## config.mk

```make
export PLATFORM = sky130hd
export DESIGN_NAME = irq_bus_arbiter
export DESIGN_NICKNAME = d
export VERILOG_FILES = /design/src/rtl/arb_pkg.sv /design/src/rtl/arb_rst_qual.sv /design/src/rtl/arb_nmi_latch.sv /design/src/rtl/arb_ctrl_regs.sv /design/src/rtl/arb_seq.sv /design/src/rtl/irq_bus_arbiter.sv
export SDC_FILE = /design/constraint.sdc
export NUM_CORES = 1
export LEC_CHECK = 0
export BUFFER_PORTS_ARGS = -buffer_cell sky130_fd_sc_hd__clkbuf_2
export CAP_MARGIN = 20
export CORE_UTILIZATION = 45
export CTS_CLUSTER_DIAMETER = 40
export CTS_CLUSTER_SIZE = 30
export DETAILED_ROUTE_END_ITERATION = 16
export GPL_TIMING_DRIVEN = 0
export PLACE_DENSITY_LB_ADDON = 0.2
export SLEW_MARGIN = 0
export SYNTH_ARGS = -nofsm -noshare
export SYNTH_HDL_FRONTEND = slang
export SYNTH_SLANG_ARGS = --single-unit
```

## constraint.sdc

```tcl
create_clock -name clk -period 2.2 [get_ports clk]
set_clock_uncertainty 0.2 [all_clocks]
set_input_delay 0.33 -clock clk [delete_from_list [all_inputs] [get_ports clk]]
set_output_delay 0.33 -clock clk [all_outputs]
set_load 0.02 [all_outputs]
```

## src/rtl/arb_pkg.sv

```systemverilog
// Shared types and fixed targets of the interrupt and bus-request arbiter.
package arb_pkg;
    typedef enum logic [1:0] {
        ST_RUN   = 2'd0,
        ST_GRANT = 2'd1,
        ST_ACK   = 2'd2
    } arb_state_t;

    typedef enum logic [1:0] {
        IM_OPCODE = 2'd0,
        IM_FIXED  = 2'd1,
        IM_TABLE  = 2'd2
    } int_mode_t;

    localparam logic [15:0] NMI_TARGET   = 16'h0066;
    localparam logic [15:0] FIXED_TARGET = 16'h0038;
endpackage

```

## src/rtl/arb_rst_qual.sv

```systemverilog
// Reset qualifier: asserts rst_take once rst_n has been sampled low on
// RST_HOLD consecutive edges, and keeps it asserted while rst_n stays low.
// Assumes rst_n is synchronous to clk.
module arb_rst_qual #(
    parameter int RST_HOLD = 3
) (
    input  logic clk,
    input  logic rst_n,
    output logic rst_take
);
    localparam int CW = $clog2(RST_HOLD + 1);
    localparam logic [CW-1:0] LIMIT = CW'(RST_HOLD - 1);

    logic [CW-1:0] low_cnt;

    // Count consecutive low samples, saturating at the limit.
    always_ff @(posedge clk) begin
        if (rst_n) begin
            low_cnt <= '0;
        end else if (low_cnt != LIMIT) begin
            low_cnt <= low_cnt + 1'b1;
        end
    end

    assign rst_take = !rst_n && (low_cnt == LIMIT);
endmodule

```

## src/rtl/arb_nmi_latch.sv

```systemverilog
// Non-maskable request latch: catches every falling edge of nmi_n and holds
// it until the sequencer reports that it has been serviced.
// Assumes nmi_n is already synchronous to clk.
module arb_nmi_latch (
    input  logic clk,
    input  logic rst_take,
    input  logic nmi_n,
    input  logic clr,
    output logic pend
);
    logic prev_n;
    logic fall;

    assign fall = prev_n && !nmi_n;

    // Track the previous level and latch a detected edge.
    always_ff @(posedge clk) begin
        if (rst_take) begin
            prev_n <= 1'b1;
            pend   <= 1'b0;
        end else begin
            prev_n <= nmi_n;
            if (fall) begin
                pend <= 1'b1;
            end else if (clr) begin
                pend <= 1'b0;
            end
        end
    end
endmodule

```

## src/rtl/arb_ctrl_regs.sv

```systemverilog
// Interrupt control state: the enable flag, the interrupt mode and the
// vector base. Writes are accepted only while the block runs (run=1).
// Assumes take_any is a one-cycle pulse from the sequencer.
module arb_ctrl_regs
    import arb_pkg::*;
#(
    parameter int VEC_W = 8
) (
    input  logic             clk,
    input  logic             rst_take,
    input  logic             run,
    input  logic             ei_set,
    input  logic             di_clr,
    input  logic             take_any,
    input  logic             mode_wr,
    input  logic [1:0]       mode_val,
    input  logic             ivec_wr,
    input  logic [VEC_W-1:0] ivec_val,
    output logic             iff_q,
    output int_mode_t        mode_q,
    output logic [VEC_W-1:0] ivec_q
);
    // Enable flag: cleared by reset, by disable, or by taking an interrupt.
    always_ff @(posedge clk) begin
        if (rst_take) begin
            iff_q <= 1'b0;
        end else if (run) begin
            if (take_any || di_clr) begin
                iff_q <= 1'b0;
            end else if (ei_set) begin
                iff_q <= 1'b1;
            end
        end
    end

    // Mode register: the unused code is ignored.
    always_ff @(posedge clk) begin
        if (rst_take) begin
            mode_q <= IM_OPCODE;
        end else if (run && mode_wr && (mode_val != 2'd3)) begin
            mode_q <= int_mode_t'(mode_val);
        end
    end

    // Vector base register.
    always_ff @(posedge clk) begin
        if (rst_take) begin
            ivec_q <= '0;
        end else if (run && ivec_wr) begin
            ivec_q <= ivec_val;
        end
    end
endmodule

```

## src/rtl/arb_seq.sv

```systemverilog
// Boundary sequencer: grants the bus at machine-cycle ends, and takes the
// non-maskable or maskable interrupt at instruction ends, in fixed priority.
// It also runs the acknowledge cycle and forms the target.
// Assumes ins_end is only asserted together with mc_end.
module arb_seq
    import arb_pkg::*;
#(
    parameter int VEC_W     = 8,
    parameter int ADDR_W    = 16,
    parameter int ACK_BASE  = 2,
    parameter int ACK_WAITS = 2
) (
    input  logic              clk,
    input  logic              rst_take,
    input  logic              run,
    input  logic              mc_end,
    input  logic              ins_end,
    input  logic              busreq_n,
    input  logic              int_n,
    input  logic              nmi_pend,
    input  logic              iff_q,
    input  int_mode_t         mode_q,
    input  logic [VEC_W-1:0]  ivec_q,
    input  logic [VEC_W-1:0]  data_in,
    output arb_state_t        state_q,
    output logic              nmi_clr,
    output logic              take_any,
    output logic              tgt_valid_q,
    output logic [ADDR_W-1:0] tgt_addr_q,
    output logic              op_valid_q,
    output logic [VEC_W-1:0]  op_code_q
);
    localparam int ACK_LEN = ACK_BASE + ACK_WAITS;
    localparam int CW      = $clog2(ACK_LEN + 1);
    localparam logic [CW-1:0] ACK_LAST = CW'(ACK_LEN - 1);

    logic [CW-1:0] ack_cnt;
    logic          at_run;
    logic          grant_go;
    logic          nmi_go;
    logic          int_go;

    // Decide at the current boundary, in the fixed priority order.
    assign at_run   = run && (state_q == ST_RUN);
    assign grant_go = at_run && mc_end && !busreq_n;
    assign nmi_go   = at_run && ins_end && nmi_pend && !grant_go;
    assign int_go   = at_run && ins_end && iff_q && !int_n && !grant_go && !nmi_go;
    assign nmi_clr  = nmi_go;
    assign take_any = nmi_go || int_go;

    // State, acknowledge counter and one-cycle result pulses.
    always_ff @(posedge clk) begin
        if (rst_take) begin
            state_q     <= ST_RUN;
            ack_cnt     <= '0;
            tgt_valid_q <= 1'b0;
            tgt_addr_q  <= '0;
            op_valid_q  <= 1'b0;
            op_code_q   <= '0;
        end else begin
            tgt_valid_q <= 1'b0;
            op_valid_q  <= 1'b0;
            case (state_q)
                ST_RUN: begin
                    if (grant_go) begin
                        state_q <= ST_GRANT;
                    end else if (nmi_go) begin
                        tgt_valid_q <= 1'b1;
                        tgt_addr_q  <= ADDR_W'(NMI_TARGET);
                    end else if (int_go) begin
                        state_q <= ST_ACK;
                        ack_cnt <= '0;
                    end
                end
                ST_GRANT: begin
                    if (run && busreq_n) begin
                        state_q <= ST_RUN;
                    end
                end
                ST_ACK: begin
                    if (run) begin
                        ack_cnt <= ack_cnt + 1'b1;
                        if (ack_cnt == ACK_LAST) begin
                            state_q <= ST_RUN;
                            case (mode_q)
                                IM_OPCODE: begin
                                    op_valid_q <= 1'b1;
                                    op_code_q  <= data_in;
                                end
                                IM_TABLE: begin
                                    tgt_valid_q <= 1'b1;
                                    tgt_addr_q  <= ADDR_W'({ivec_q, data_in});
                                end
                                default: begin
                                    tgt_valid_q <= 1'b1;
                                    tgt_addr_q  <= ADDR_W'(FIXED_TARGET);
                                end
                            endcase
                        end
                    end
                end
                default: state_q <= ST_RUN;
            endcase
        end
    end
endmodule

```

## src/rtl/irq_bus_arbiter.sv

```systemverilog
// Top of the interrupt and bus-request arbiter. It ties together the reset
// qualifier, the edge latch, the control registers and the sequencer, and
// gates every output to idle while reset is low.
// Assumes all inputs are synchronous to clk.
module irq_bus_arbiter
    import arb_pkg::*;
#(
    parameter int RST_HOLD  = 3,
    parameter int ACK_BASE  = 2,
    parameter int ACK_WAITS = 2
) (
    input  logic        clk,
    input  logic        rst_n,
    input  logic        mc_end,
    input  logic        ins_end,
    input  logic        busreq_n,
    input  logic        nmi_n,
    input  logic        int_n,
    input  logic        ei_set,
    input  logic        di_clr,
    input  logic        mode_wr,
    input  logic [1:0]  mode_val,
    input  logic        ivec_wr,
    input  logic [7:0]  ivec_val,
    input  logic [7:0]  data_in,
    output logic        bus_oe,
    output logic        busak_n,
    output logic        m1_n,
    output logic        iorq_n,
    output logic [1:0]  ack_waits,
    output logic        tgt_valid,
    output logic [15:0] tgt_addr,
    output logic        op_valid,
    output logic [7:0]  op_code
);
    localparam int VEC_W  = 8;
    localparam int ADDR_W = 16;

    logic       rst_take;
    logic       nmi_pend;
    logic       nmi_clr;
    logic       take_any;
    logic       iff_q;
    int_mode_t  mode_q;
    logic [7:0] ivec_q;
    arb_state_t state_q;
    logic       tgt_valid_q;
    logic       op_valid_q;
    logic       ack_on;

    arb_rst_qual #(.RST_HOLD(RST_HOLD)) u_rst (
        .clk      (clk),
        .rst_n    (rst_n),
        .rst_take (rst_take)
    );

    arb_nmi_latch u_nmi (
        .clk      (clk),
        .rst_take (rst_take),
        .nmi_n    (nmi_n),
        .clr      (nmi_clr),
        .pend     (nmi_pend)
    );

    arb_ctrl_regs #(.VEC_W(VEC_W)) u_regs (
        .clk      (clk),
        .rst_take (rst_take),
        .run      (rst_n),
        .ei_set   (ei_set),
        .di_clr   (di_clr),
        .take_any (take_any),
        .mode_wr  (mode_wr),
        .mode_val (mode_val),
        .ivec_wr  (ivec_wr),
        .ivec_val (ivec_val),
        .iff_q    (iff_q),
        .mode_q   (mode_q),
        .ivec_q   (ivec_q)
    );

    arb_seq #(
        .VEC_W     (VEC_W),
        .ADDR_W    (ADDR_W),
        .ACK_BASE  (ACK_BASE),
        .ACK_WAITS (ACK_WAITS)
    ) u_seq (
        .clk         (clk),
        .rst_take    (rst_take),
        .run         (rst_n),
        .mc_end      (mc_end),
        .ins_end     (ins_end),
        .busreq_n    (busreq_n),
        .int_n       (int_n),
        .nmi_pend    (nmi_pend),
        .iff_q       (iff_q),
        .mode_q      (mode_q),
        .ivec_q      (ivec_q),
        .data_in     (data_in),
        .state_q     (state_q),
        .nmi_clr     (nmi_clr),
        .take_any    (take_any),
        .tgt_valid_q (tgt_valid_q),
        .tgt_addr_q  (tgt_addr),
        .op_valid_q  (op_valid_q),
        .op_code_q   (op_code)
    );

    // Output gating: idle while reset is low, tri-state during a grant.
    assign ack_on    = rst_n && (state_q == ST_ACK);
    assign bus_oe    = rst_n && (state_q != ST_GRANT);
    assign busak_n   = !(rst_n && (state_q == ST_GRANT));
    assign m1_n      = !ack_on;
    assign iorq_n    = !ack_on;
    assign ack_waits = ack_on ? 2'(ACK_WAITS) : 2'd0;
    assign tgt_valid = rst_n && tgt_valid_q;
    assign op_valid  = rst_n && op_valid_q;
endmodule

```

======== Word-level counts from Yosys, hierarchy flattened ========
Cells that the tools add are included.
operators by class
  add/sub/neg operators ................... 2
  multiply operators ...................... 0
  div/mod/pow operators ................... 0
  $lt $le $gt $ge ......................... 0
  eq/ne operators ......................... 18
  shift-type cells ........................ 0
  mux-type cells .......................... 30
  bitwise logic cells ..................... 3
  reductions and logical operators ........ 42
operators with widths
  kind                                           number
  2-to-1 mux 16 bit                              4
  case mux 16 bit (2 select lines)               2
  logical AND 1 bit                              21
  2-to-1 mux 2 bit                               7
  2-to-1 mux 3 bit                               4
  != test 2 bit, second input constant           6
  2-to-1 mux 1 bit                               10
  != test 2 x 1 -> 1 bit, second input constant  5
  AND reduction 5 bit                            2
  logical NOT 1 bit                              8
  == test 2 bit, second input constant           3
  case mux 2 bit (3 select lines)                1
  case mux 3 bit (2 select lines)                1
  AND reduction 6 bit                            1
  nonzero test 2 bit                             3
  logical NOT 2 bit                              2
  AND reduction 4 bit                            1
  OR reduction 4 bit                             1
  adder 3 x 1 -> 3 bit, second input constant    1
  == test 3 x 2 -> 1 bit, second input constant  1
  != test 3 x 1 -> 1 bit, second input constant  1
  != test 3 x 2 -> 1 bit, second input constant  1
  inverter 1 bit                                 3
  adder 2 x 1 -> 2 bit, second input constant    1
  other kinds (4)                                5
word-level totals
  register bits ........................... 46
  bits in latches ......................... 0
  RAM bits ................................ 0
  memory bits (read-only) ................. 0
  input port bits ......................... 29
  output and inout port bits .............. 32
  logic and storage cells ................. 107
  memories kept ........................... 0

======== Depth between registers and ports, before layout ========
Gate-level depths: netlist of run 1.
  word-level depth ........................ 12
  depth in mapped cells ................... 9
  gate-level depth less buffers ........... 7

======== By module ========
A second synthesis of run 1 with hierarchy kept.
unflattened totals
  cell total of the unflattened synthesis .. 234
  area, all modules ....................... 2250.9 µm²
by module, submodules not included
  module           times used  cells each  area each (µm²)  sequential area each (µm²)
  arb_seq          1           157         1519.0           620.6
  arb_ctrl_regs    1           49          499.2            220.2
  arb_rst_qual     1           10          93.8             40.0
  irq_bus_arbiter  1           12          71.3             0.0
  arb_nmi_latch    1           6           67.6             40.0

======== Least setup slack after synthesis of run 1 ========
No wires, ideal clock.
  path kind ............................... input port to output port
  start point ............................. input rst_n
  end point ............................... output bus_oe
  data arrival time ....................... 1240 ps
  required time ........................... 1670 ps
  slack ................................... 430 ps
  cell stages on the path ................. 3
  path buffers ............................ 2
  cells stage by stage .................... buf_6 -> clkbuf_1 -> a21boi_0
between the ends
  word-level cells in the longest chain between the ends .. 1
ends and longest elaborated chain
  what               line                    source
  start, declared    irq_bus_arbiter.sv:13   input logic rst_n,
  logical AND 1 bit  irq_bus_arbiter.sv:110  assign bus_oe = rst_n && (state_q != ST_GRANT);
  end, declared      irq_bus_arbiter.sv:26   output logic bus_oe,
Every way passes these cells.

======== Worst setup path after layout of run 1 ========
  start point ............................. register u_seq.state_q[1]
  end point ............................... output ack_waits[1]
between the ends
  word-level cells in the longest chain between the ends .. 3
ends and longest elaborated chain
  what                    line                    source
  start, declared         arb_seq.sv:25           output arb_state_t state_q,
  start signal, assigned  arb_seq.sv:54           state_q <= ST_RUN;
  start signal, assigned  arb_seq.sv:66           state_q <= ST_GRANT;
  start signal, assigned  arb_seq.sv:71           state_q <= ST_ACK;
  == test 2 bit           irq_bus_arbiter.sv:109  assign ack_on = rst_n && (state_q == ST_ACK);
  logical AND 1 bit       irq_bus_arbiter.sv:109
  named net ack_on        irq_bus_arbiter.sv:49   logic ack_on;
  2-to-1 mux 2 bit        irq_bus_arbiter.sv:114  assign ack_waits = ack_on ? 2'(ACK_WAITS) : 2'd0;
  end, declared           irq_bus_arbiter.sv:30   output logic [1:0] ack_waits,
The timed path passes the listed nets, and every way through them passes these cells.

==> run metrics, run 1 <==
outcome=finished, final reports clean; Post-Route WL=4.02 mm; worst-case clock buffer depth=2; Routed Antenna Nets=0; die height=a little under 70 um; Initial Utilization=48.3%; warnings from Yosys=0; max-cap viol count=0; largest net degree at the start of global routing=14; final slew viol count=0; Ports=61; ys flop type=dfxtp_1; layout cells sized above 1=29.9%; Final Hold Viols=0; Hold Path Class=input port to flop; crit path max-delay cell type=dfxtp_1; grt total ovfl=0; hold slack=0.0363 ns; Netlist Area Pre-Place=about 2000 sq um; post-synth top area cell=dfxtp_1; FMAX=479 MHz; Top cell by count, worst path=inv_1; Lkg Pwr=0.00126 uW; row count=23; WL per Instance=12.3 um; # setup viols final=0; NumNets Final=309; most numerous cell in the Yosys netlist=dfxtp_1; Post-Syn Nets=243; antenna violations before repair=0; pwr dens=893 nW/um^2; critical-path cell list=buf_6, inv_1, nor2_4, nand2_1, inv_1, buf_4, clkbuf_2; Setup WS post-layout=between 0.1 and 0.15 ns; syn avg cell area=around 9.5 sq um; CP Capture Type=output pin; Setup CP Type=flop to output pin; CTS Buf Count=5; Pwr Total=2200 uW; RePlAce Congestion=0.790; Filler Cells Inserted=about 400; Setup TNS=0 ns; clock transition at the registers of the reported paths=roughly 0.08 ns; CP Max Fanout=10; Root Driver=clkbuf_8; area added between synthesis and finish=22.8%; Tcrit/Tclk final=roughly 95%; insertion delay to the later sink of the worst-skew pair=around 0.30 ns; slowest stage delay, CP=0.33 ns; routed via count=1620; DPL Wire Length=around 3.0 mm; first-pass GRT wire length=between 6 and 7 mm; vias per inst=4.94; First DRT Iteration DRCs=100; Synth top cells by count=dfxtp_1, nand2_1, mux2i_1; fin crit period=2.09 ns; final core occ=59.3%; Least-Margin Pin Slew=approximately 0.55 ns; number of global-route vias before repair=1421; critical path arrival=1.56 ns; clk sinks=46; CP required=around 1.7 ns; Worst setup SP type=flop; Max H-tree Level=2; Mapped Cells=211; share of the yosys chip area belonging to registers=a little under half; top cell type's share of synthesized area=46.0%; CTS tree=done; number of flops mapped to enable cells by yosys=0; All-Layer GR Usage=19.0%; #FFs+latches synth=46; RSZ-0062 raised after global routing=no; core box area=4140 sq um; die area=4720 sq um; pre-CTS WS=between 0.2 and 0.25 ns; Peak VDD IR=0.398 mV; port bufs=approximately 60; ys async rst share=0%; synth top area cells=dfxtp_1, mux2i_1, nand2_1; Unique masters post-synth=38; Die Wd=just under 70 um; Slew HR=63.2%; n_diodes=0; Residual DRC=0; TritonRoute pass-1 iters=4
-- final timing paths --
kind	slack, ns	startpoint	end	depth (start not counted)
worst max-delay path	0.11	u_seq.state_q[1]	ack_waits[1]	7
worst min-delay path	0.04	nmi_n	u_nmi.prev_n	2
worst max register to register	0.22	u_rst.low_cnt[0]	u_seq.tgt_addr_q[14]	7
worst min register to register	0.26	u_regs.ivec_q[1]	u_seq.tgt_addr_q[9]	2
-- cell families (layout without fill, tap and decap cells) --
kind of cell | count (synthesis) | count (layout) | share of synthesized area [%]
and+or+nand+nor | 78 | 78 | 19.1
AOI/OAI and AO/OA | 35 | 35 | 13.3
DFF | 46 | 46 | 46.0
buffers and inverters | 23 | 90 | 7.13
adders and majority gates | 3 | 3 | 1.88
xor gates and xnor gates | 1 | 1 | 0.438
muxes | 24 | 24 | 12.0
other | 1 | 1 | 0.187
-- flip-flops by register name (all words and copies together), names as in the netlist --
name               cells
u_seq.op_valid_q       1
u_seq.tgt_valid_q      1
u_seq.state_q          2
u_seq.ack_cnt          3
u_nmi.prev_n           1
u_regs.ivec_q          8
u_rst.low_cnt          2
u_nmi.pend             1
u_regs.iff_q           1
u_regs.mode_q          2
u_seq.op_code_q        8
u_seq.tgt_addr_q      16
-- critical path, delay by kind of cell, from the launching register on --
family                 cells  cell delay (ns)
AND/OR/NAND/NOR            2             0.29
buffers and inverters      5             0.66
flip-flops                 1             0.33
-- metal layers --
layer	GRT usage [%]	wire [um]	vias to the layer above
li1	-	-	841
met1	23.2	1910	728
met2	30.6	1800	45
met3	6.74	260	6
met4	6.25	52	0
met5	0	0	-
-- layout by cell type (no fill, tap or decap), types with 2 or more instances in the layout --
cell      netlist  layout
nand2b_1        5       5
dfxtp_1        46      46
nand3_1         3       3
clkbuf_8        0       6
clkbuf_2        0      59
mux2i_1        24      24
nor2b_1         5       5
nor3b_1         2       2
nand3b_1        2       2
buf_4           4       4
nor2_1         19      18
buf_6           3       3
buf_2           2       2
a22o_1         10      10
and2_1          4       4
o21ai_0         7       7
a21oi_1         9       9
inv_1           8       8
ha_1            3       3
nand2_1        32      32
clkbuf_1        4       5
-- power breakdown --
part	leakage [uW]	internal [uW]	switching, uW	total, uW
clock network	0.0000482	253	268	521
registers	0.000377	965	82.7	1050
logic	0.000838	278	348	626
-- metrics by stage --
step                      std cells  area, sq um
after floorplan                 211         2000
after global placement          320         2360
after detailed placement        320         2360
after CTS                       328         2450
after global routing            328         2460
final                           328         2460
-- cell type report --
class	instances	area [sq um]	area share, %
tap	50	62.6	2.55
inverter	8	30.0	1.22
clock inverter	1	5.00	0.204
buffer	15	113	4.58
timing repair buffer	59	295	12.0
clock buffer	7	86.3	3.51
sequential	46	921	37.5
multi-input combinational	142	945	38.4
-- repair_timing --
action	4_1_cts	5_1_grt
hold buffers	0	0
setup endpoints to repair	0	1
gates resized for setup	0	2
buffers inserted	0	0
(Power assumes the default switching activity.)
==> run 2, diff against run 1 <==
ABC_AREA = 1   (was unset)
==> run 2 against run 1 <==
Compared with the run above:
- sequential cell count stayed put
- routed wire length is 2.9% higher
- highest routed layer unchanged
- synthesized area is 1.2% lower
- non-clock buffer count is 4 lower
- final cell count is 17% higher
- clock-buffer cell count stayed put
- combinational power is 73% higher
- maximum frequency is 12% higher
==> run metrics, run 2 <==
number of global-route vias before repair=roughly 1600; n_diodes=0; Filler Cells Inserted=400; CTS Buf Count=5; sw frac=a little under two fifths; All-Layer GR Usage=20.4%; final slew viol count=0; crit-path leading delay family=buffers and inverters; RePlAce Congestion=0.735; critical path arrival=1.34 ns; Biggest register=u_seq.tgt_addr_q; vias per inst=4.70; pwr dens=about 1200 nW/um^2; Peak VDD IR=0.579 mV; Post-Route WL=4.14 mm; CP Max Fanout=7; Synth top cells by count=nor2_1, dfxtp_1, nand2_1; number of flip-flops in the largest register=16; ys flop type=dfxtp_1; Worst Hold Path Cells=2; Initial Utilization=between 40% and 50%; die height=between 60 and 70 um; share of the yosys chip area belonging to registers=46.6%; post-synth top area cell=dfxtp_1; syn avg cell area=7.38 sq um; commonest non-fill, non-tap cell in the layout=clkbuf_2; CP Capture Type=output pin; slowest stage delay, CP=approximately 0.38 ns; worst reg2reg path depth=8; core box area=4120 sq um; layout cells sized above 1=27.5%; die area=4660 sq um; port bufs=a little under 60; Setup CP Type=flop to output pin; NumNets Final=366; #FFs+latches synth=46; CP required=about 1.7 ns; warnings from Yosys=0; Regs by FF count=u_seq.tgt_addr_q (16), u_regs.ivec_q (8), u_seq.op_code_q (8); crit path max-delay cell type=dfxtp_1; DPL Wire Length=3.11 mm; ys async rst share=0%; Die Wd=between 60 and 70 um; largest net degree at the start of global routing=14; # setup viols final=0; Mapped Cells=268; P_int=1870 uW; Worst setup SP type=flop; post-CTS sizing=0; Final Hold Viols=0; # hold bufs at CTS=0; Post-Syn Nets=300; outcome=finished, final reports clean; clk sinks=46; Tcrit/Tclk final=a little under nine tenths; Routed Antenna Nets=0; synth top area cells=dfxtp_1, nor2_1, o21ai_0; worst-case clock buffer depth=2; grt total ovfl=0; FMAX=534 MHz; Unique masters post-synth=25; critical-path cell list=inv_2, nor2_4, nand2_2, clkinv_2, buf_4, clkbuf_2; Logic pwr share=36.3%; area added between synthesis and finish=23.5%; WL per Instance=10.7 um; Hold Path Class=input port to flop; CTS tree=done; CP Depth=6; fin crit period=around 1.9 ns; final core occ=59.3%; insertion delay to the later sink of the worst-skew pair=~0.30 ns; clock transition at the registers of the reported paths=about 0.080 ns; TritonRoute pass-1 iters=4; Residual DRC=0; Ports=61; most numerous cell in the Yosys netlist=nor2_1; Post-CTS Setup Repair Bufs=0; Lkg Pwr=0.00128 uW; most frequent cells in the layout=clkbuf_2, nor2_1, dfxtp_1, nand2_1, inv_1; clock network power share=20.6%; Net Switching=~1100 uW; routed via count=roughly 1800; Setup TNS=0 ns; number of flops mapped to enable cells by yosys=0; first-pass GRT wire length=6.87 mm; part of the power in registers=43.1%; top cell type's share of synthesized area=46.6%; antenna violations before repair=0; max-cap viol count=0; buffer and inverter count on the worst path=4; row count=23; Netlist Area Pre-Place=1980 sq um; RSZ-0062 raised after global routing=no; Root Driver=clkbuf_8; First DRT Iteration DRCs=47; Max H-tree Level=2
[run 2: cell type report]
cell class	instances	area, sq um	share of cell area [%]
timing repair buffer	59	295	12.1
clock inverter	1	30.0	1.23
tap	50	62.6	2.56
inverter	37	141	5.79
sequential	46	921	37.7
buffer	11	82.6	3.38
multi-input combinational	174	832	34.1
clock buffer	7	76.3	3.13
[run 2: per-layer routing]
metal	part of all wire, %	track usage (%)
met1	48	24.7
met2	46	33.7
met3	5.0	6.00
met4	1.5	7.81
met5	0	0
[run 2: power by group through the flow]
| stage | sequential (uW) | combinational [uW] | clock (uW) |
|---|---|---|---|
| 5_1_grt | 1310 | 1250 | 668 |
| 2_1_floorplan | 1450 | 606 | 0 |
| 3_5_place_dp | 1290 | 1080 | 0 |
| 6_report | 1280 | 1080 | 611 |
| 3_3_place_gp | 1290 | 1060 | 0 |
| 4_1_cts | 1280 | 1090 | 628 |
[run 2: final timing paths]
path	from	endpoint	slack [ns]
worst min register to register	u_regs.ivec_q[3]	u_regs.ivec_q[3]	0.25
worst max register to register	u_rst.low_cnt[0]	u_seq.tgt_addr_q[11]	0.43
worst max-delay path	u_seq.state_q[1]	ack_waits[1]	0.33
worst min-delay path	nmi_n	u_nmi.prev_n	0.04
[run 2: stage by stage]
step	setup WS, ns	hold WS, ns	total power, uW	instances	cell area [sq um]
after global placement	0.465	0.229	2350	377	2330
after detailed placement	0.436	0.238	2380	377	2330
after global routing	0.217	0.0211	3230	385	2440
final	0.327	0.0396	2960	385	2440
after floorplan	0.601	0.223	2060	268	1980
after CTS	0.304	0.0313	2990	385	2440
[run 2: kinds of logic after synthesis]
kind of cell,Yosys count,synth area share (%)
adder cells (fa/ha/maj),3,1.90
buffers and inverters,48,11.3
flip-flops,46,46.6
AO/OA/AOI/OAI,63,16.2
AND/OR/NAND/NOR,107,23.8
other,1,0.190
